`src/rtl/bscan_pkg.sv`:
```
package bscan_pkg;

  // What a shift stage does on the coming edge
  typedef enum logic [1:0] {
    CELL_HOLD    = 2'd0,
    CELL_CAPTURE = 2'd1,
    CELL_SHIFT   = 2'd2
  } cell_op_e;

  function automatic int chain_len(input int n_in, input int m_out);
    return n_in + m_out;
  endfunction

  function automatic cell_op_e decode_op(input logic clk_en, input logic shift);
    if (!clk_en)    return CELL_HOLD;
    else if (shift) return CELL_SHIFT;
    else            return CELL_CAPTURE;
  endfunction

  // Next value of a shift stage
  function automatic logic stage_next(input cell_op_e op, input logic cur,
                                      input logic ser_in, input logic par_in);
    case (op)
      CELL_SHIFT:   return ser_in;
      CELL_CAPTURE: return par_in;
      default:      return cur;
    endcase
  endfunction

endpackage

```
`src/rtl/bscan_cell.sv`:
```
module bscan_cell
  import bscan_pkg::*;
(
  input  logic     clk,
  input  logic     rst_n,
  input  cell_op_e op,
  input  logic     upd,
  input  logic     mode,
  input  logic     ser_in,
  input  logic     par_in,
  output logic     ser_out,
  output logic     par_out
);

  logic stage_q;
  logic latch_q;
  logic stage_d;

  // Named events for the assertions
  logic ev_capture;
  logic ev_shift;
  logic ev_hold;

  assign ev_capture = (op == CELL_CAPTURE);
  assign ev_shift   = (op == CELL_SHIFT);
  assign ev_hold    = (op == CELL_HOLD);

  assign stage_d = stage_next(op, stage_q, ser_in, par_in);

  always_ff @(posedge clk or negedge rst_n) begin
    if (!rst_n) stage_q <= 1'b0;
    else        stage_q <= stage_d;
  end

  always_ff @(posedge clk or negedge rst_n) begin
    if (!rst_n)   latch_q <= 1'b0;
    else if (upd) latch_q <= stage_q;
  end

  assign ser_out = stage_q;
  assign par_out = mode ? latch_q : par_in;

  assert_capture_R3: assert property (@(posedge clk) disable iff (!rst_n)
    ev_capture |=> stage_q == $past(par_in));

  assert_shift_R4: assert property (@(posedge clk) disable iff (!rst_n)
    ev_shift |=> stage_q == $past(ser_in));

  assert_update_R5: assert property (@(posedge clk) disable iff (!rst_n)
    upd |=> latch_q == $past(stage_q));

  assert_stage_hold_R7: assert property (@(posedge clk) disable iff (!rst_n)
    ev_hold |=> $stable(stage_q));

  assert_latch_hold_R7: assert property (@(posedge clk) disable iff (!rst_n)
    !upd |=> $stable(latch_q));

endmodule

```
`src/rtl/bscan_tdo_stage.sv`:
```
module bscan_tdo_stage (
  input  logic clk,
  input  logic rst_n,
  input  logic shift_fire,
  input  logic last_bit,
  output logic tdo
);

  logic tdo_q;

  always_ff @(posedge clk or negedge rst_n) begin
    if (!rst_n)          tdo_q <= 1'b0;
    else if (shift_fire) tdo_q <= last_bit;
  end

  assign tdo = tdo_q;

  assert_tdo_load_R4: assert property (@(posedge clk) disable iff (!rst_n)
    shift_fire |=> tdo == $past(last_bit));

  assert_tdo_hold_R7: assert property (@(posedge clk) disable iff (!rst_n)
    !shift_fire |=> $stable(tdo));

endmodule

```
`src/rtl/bscan_chain.sv`:
```
module bscan_chain
  import bscan_pkg::*;
#(
  parameter int N_IN  = 4,
  parameter int M_OUT = 3
) (
  input  logic             clk,
  input  logic             rst_n,
  input  logic             dr_clk_en,
  input  logic             dr_shift,
  input  logic             dr_update,
  input  logic             test_mode,
  input  logic             tdi,
  output logic             tdo,
  input  logic [N_IN-1:0]  pin_in,
  output logic [N_IN-1:0]  core_in,
  input  logic [M_OUT-1:0] core_out,
  output logic [M_OUT-1:0] pin_out
);

  localparam int LEN = chain_len(N_IN, M_OUT);

  cell_op_e       op;
  logic           shift_fire;
  logic [LEN-1:0] scan_q;
  logic [LEN-1:0] par_in_v;
  logic [LEN-1:0] par_out_v;

  assign op         = decode_op(dr_clk_en, dr_shift);
  assign shift_fire = (op == CELL_SHIFT);

  // Parallel side: input cells first, then output cells
  assign par_in_v = {core_out, pin_in};
  assign core_in  = par_out_v[N_IN-1:0];
  assign pin_out  = par_out_v[LEN-1:N_IN];

  for (genvar k = 0; k < LEN; k++) begin : g_cell
    logic si;
    if (k == 0) begin : g_head
      assign si = tdi;
    end else begin : g_link
      assign si = scan_q[k-1];
    end

    bscan_cell u_cell (
      .clk     (clk),
      .rst_n   (rst_n),
      .op      (op),
      .upd     (dr_update),
      .mode    (test_mode),
      .ser_in  (si),
      .par_in  (par_in_v[k]),
      .ser_out (scan_q[k]),
      .par_out (par_out_v[k])
    );
  end

  bscan_tdo_stage u_tdo (
    .clk        (clk),
    .rst_n      (rst_n),
    .shift_fire (shift_fire),
    .last_bit   (scan_q[LEN-1]),
    .tdo        (tdo)
  );

  assert_passthru_R2: assert property (@(posedge clk) disable iff (!rst_n)
    !test_mode |-> (core_in == pin_in) && (pin_out == core_out));

  assert_chain_link_R4: assert property (@(posedge clk) disable iff (!rst_n)
    shift_fire |=> scan_q[LEN-1:1] == $past(scan_q[LEN-2:0]));

endmodule

```
`config.mk`:
```
export PLATFORM = sky130hd
export DESIGN_NAME = bscan_chain
export DESIGN_NICKNAME = d
export VERILOG_FILES = /design/src/rtl/bscan_pkg.sv /design/src/rtl/bscan_cell.sv /design/src/rtl/bscan_tdo_stage.sv /design/src/rtl/bscan_chain.sv
export SDC_FILE = /design/constraint.sdc
export NUM_CORES = 1
export LEC_CHECK = 0
export BUFFER_PORTS_ARGS = -buffer_cell sky130_fd_sc_hd__buf_2
export CAP_MARGIN = 20
export CORE_MARGIN = 5
export CORE_UTILIZATION = 35
export DETAILED_ROUTE_END_ITERATION = 8
export PLACE_DENSITY = 0.65
export SETUP_SLACK_MARGIN = 0.05
export SLEW_MARGIN = 40
export SYNTH_ARGS = -nofsm -noshare
export SYNTH_HDL_FRONTEND = slang
export SYNTH_SLANG_ARGS = --single-unit
```
`constraint.sdc`:
```
create_clock -name clk -period 2.8 [get_ports clk]
set_clock_uncertainty 0.15 [all_clocks]
set_input_delay 0.84 -clock clk [delete_from_list [all_inputs] [get_ports clk]]
set_output_delay 0.84 -clock clk [all_outputs]
set_load 0.02 [all_outputs]
```
==> flow_summary.rst <==
.. list-table::
   :header-rows: 1

   * - Metric
     - Value
   * - Routed wire length per instance
     - about 13 um
   * - Endpoint arrival time on the critical path
     - around 1.6 ns
   * - Clock-pin slew of the registers on the worst-case setup and hold paths
     - around 0.1 ns
   * - Slowest library cell on the worst path
     - mux2_2
   * - Final Power
     - 0.511 mW
   * - Cell Area, Synth
     - around 770 um^2
   * - Worst R2R Setup Slack
     - 1.86 ns
   * - Worst Reg-to-Reg Cells
     - 1
   * - Fraction of power consumed by sequential logic
     - between 50% and 60%
   * - CTS root buf
     - clkbuf_4
   * - Sort of element at the end of the critical path
     - output port
   * - Number of CTS-inserted buffers
     - 3
   * - Standard-cell rows
     - 17
   * - Post-DR vias/cell
     - about 4.6
   * - Final min period
     - between 2 and 3 ns
   * - Finish-stage setup viols
     - 0
   * - IO buf count
     - 21
   * - Via count of the first global-routing pass
     - 510
   * - Final hold vios
     - 0
   * - Critical path required time
     - 1.81 ns
   * - Maximum number of pins on one net before global-route repair
     - 16
   * - Share of power burned in combinational logic
     - 23.5%
   * - Internal power of the cells
     - roughly 0.36 mW
   * - Worst Tran Pin Value
     - 0.339 ns
   * - N_diodes
     - 0
   * - Initial drt markers
     - 3
   * - Worst reg2reg path startpoint
     - g_cell[2].u_cell.ser_out$_DFFE_PN0P_
   * - HP Class
     - primary input to async pin
   * - Net count reported at finish
     - 92
   * - Total placed cells including tap cells
     - ~100
   * - Maximum frequency from static timing analysis
     - between 0.3 and 0.4 GHz
   * - CP max stage delay
     - around 0.36 ns
   * - Slew HR
     - 77.4%
   * - Area of combinational cells with multiple inputs
     - approximately 310 um^2
   * - Fraction of power consumed by the clock network
     - roughly a quarter
   * - Initial Util
     - a little over a third
   * - Number of iterations in the first detailed-routing pass
     - 3
   * - Fillers
     - roughly 220
   * - Core Region
     - about 0.0021 mm^2
   * - Synthesized netlist cell count
     - 63
   * - Global route hottest layer
     - met2
   * - Post-synthesis sequential area ratio
     - approximately half
   * - Critical path type
     - primary input to output port
   * - End of the worst register-to-register path
     - g_cell[2].u_cell.latch_q$_DFFE_PN0P_
   * - Clock Latency Late Sink
     - between 0.2 and 0.3 ns
   * - Layout cell share with drive strength beyond 1
     - 53.2%
   * - Setup repair after global routing missed its margin
     - no
   * - Crit path max fanout
     - 7
   * - Power per standard cell area
     - about 600 mW/mm^2
   * - TritonCTS clock tree
     - yes
   * - Net count of the mapped netlist
     - 77
   * - Total negative slack
     - 0 ns
   * - Y dimension of the die
     - between 50 and 60 um
   * - Met1 GRT Util
     - a little under an eighth
   * - Remaining antenna violation count after routing
     - 0
   * - Count of instances resized after the clock tree is built
     - 0
   * - Outcome
     - finished, final reports clean
   * - Post-CTS Hold Fix Bufs
     - 0
   * - Initial antenna violation count
     - 0
   * - Post-CTS Setup Inserts
     - 0
   * - Yosys warning total
     - 0
   * - Congestion Overflow GR
     - 0
   * - Count of distinct cell types in the synthesized netlist
     - 10
   * - Leak
     - 0.389 nW
   * - GR Util met3
     - roughly 4.4%
   * - Layout overhead on the synthesized area
     - 11.3%
   * - CP most frequent cell
     - buf_2
   * - Count of unresolved DRC violations after routing
     - 0
   * - Startpoint type of the worst setup path
     - primary input
   * - IO Pins
     - 22
   * - Dominant delay contributor by cell family on the critical path
     - buffers and inverters
   * - All-layer global routing usage
     - 9.76%
   * - Net switching power
     - 0.149 mW
   * - MaxCap Viol Count
     - 0
   * - Sequential Area
     - about 380 um^2
   * - Number of slew-limit violations in the final report
     - 0
   * - Worst path buffer plus inverter count
     - 2
   * - Final worst path period share
     - roughly nine tenths
   * - CTS sink count
     - 15
   * - Yosys reg bits
     - 15
   * - Total Routed Length
     - ~1300 um
   * - Floorplan die area
     - about 0.0032 mm^2
   * - VDD IR-drop max
     - approximately 0.00029 V
   * - Horizontal die dimension
     - between 50 and 60 um
   * - Buffer depth of the longest clock path
     - 2
   * - Mapped Avg Cell Area
     - around 12 um^2
   * - Final weighted congestion in routability-driven placement
     - 0.670
   * - Total vias in the final route
     - between 400 and 500
   * - Number of cells in the finished layout apart from fillers
     - approximately 110
   * - Fraction of power spent switching nets
     - 29.2%
   * - Global-route wire length before repair
     - 2420 um
   * - CTS H-tree lvls
     - 1
   * - Cell Chain, Critical Path
     - buf_2 > mux2_2 > buf_2
   * - Global-route track usage on met2
     - around 15%
==> kinds of logic after synthesis <==
family | synth area share, %
buffers and inverters | 10.6
multiplexers | 31.6
flip-flops | 48.9
AND/OR/NAND/NOR | 4.24
AO/OA/AOI/OAI | 4.57
==> placed cells by master (no fill, tap or decap), drive strengths merged <==
cell,instances
buf,21
nor2,7
a21oi,7
clkinv,1
mux2i,7
nand2,1
dfrtp,15
mux2,15
clkbuf,3
==> cells in the mapped netlist, drive strengths merged <==
cell | n | area share, %
a21oi | 7 | 4.6
mux2i | 7 | 9.1
mux2 | 15 | 23
nor2 | 7 | 3.4
dfrtp | 15 | 49
buf | 11 | 11
nand2 | 1 | 0.82
==> metrics by stage <==
stage / hold WS (ns) / worst slack (ns) / instance area (um^2) / utilization [%]
floorplan: 0.325 / 0.332 / 767 / -
global placement: 0.334 / 0.248 / 826 / 38.4
detailed placement: 0.339 / 0.248 / 826 / 38.4
CTS: 0.298 / 0.244 / 853 / 39.7
global route: 0.305 / 0.211 / 853 / 39.7
finish: 0.290 / 0.253 / 853 / 39.7
==> worst max-delay path by stage <==
stage | start | end | slack [ns] | cells past startpoint
6_report | test_mode | core_in[1] | 0.25 | 3
5_1_grt | test_mode | core_in[0] | 0.21 | 3
4_1_cts | test_mode | core_in[1] | 0.24 | 3
3_5_place_dp | test_mode | core_in[1] | 0.25 | 3
3_3_place_gp | test_mode | core_in[1] | 0.25 | 3
2_1_floorplan | test_mode | core_in[0] | 0.33 | 3
==> state kept, by name, indices dropped and copies added (netlist names) <==
name / flops
g_cell.u_cell.ser_out: 7
u_tdo.tdo: 1
g_cell.u_cell.latch_q: 7
==> power by group through the flow <==
stage                     Combinational [mW]  Sequential (mW)  Clock (mW)
after floorplan                        0.102            0.271           0
after detailed placement               0.122            0.272           0
after global routing                   0.134            0.272       0.139
final                                  0.120            0.267       0.124
after global placement                 0.120            0.271           0
after CTS                              0.123            0.267       0.130
==> routing by layer <==
| layer | share of wire, % | up-vias |
|---|---|---|
| li1 | - | 238 |
| met1 | 46 | 226 |
| met2 | 46 | 14 |
| met3 | 6.4 | 2 |
| met4 | 1.6 | 0 |
| met5 | 0 | - |
==> final cells by class <==
class,instances,area share (%)
sequential,15,44.0
multi-input combinational,37,36.4
timing repair buffer,21,12.3
tap,28,4.11
clock buffer,3,2.64
clock inverter,1,0.587
Power figures use the tool's default switching activity.
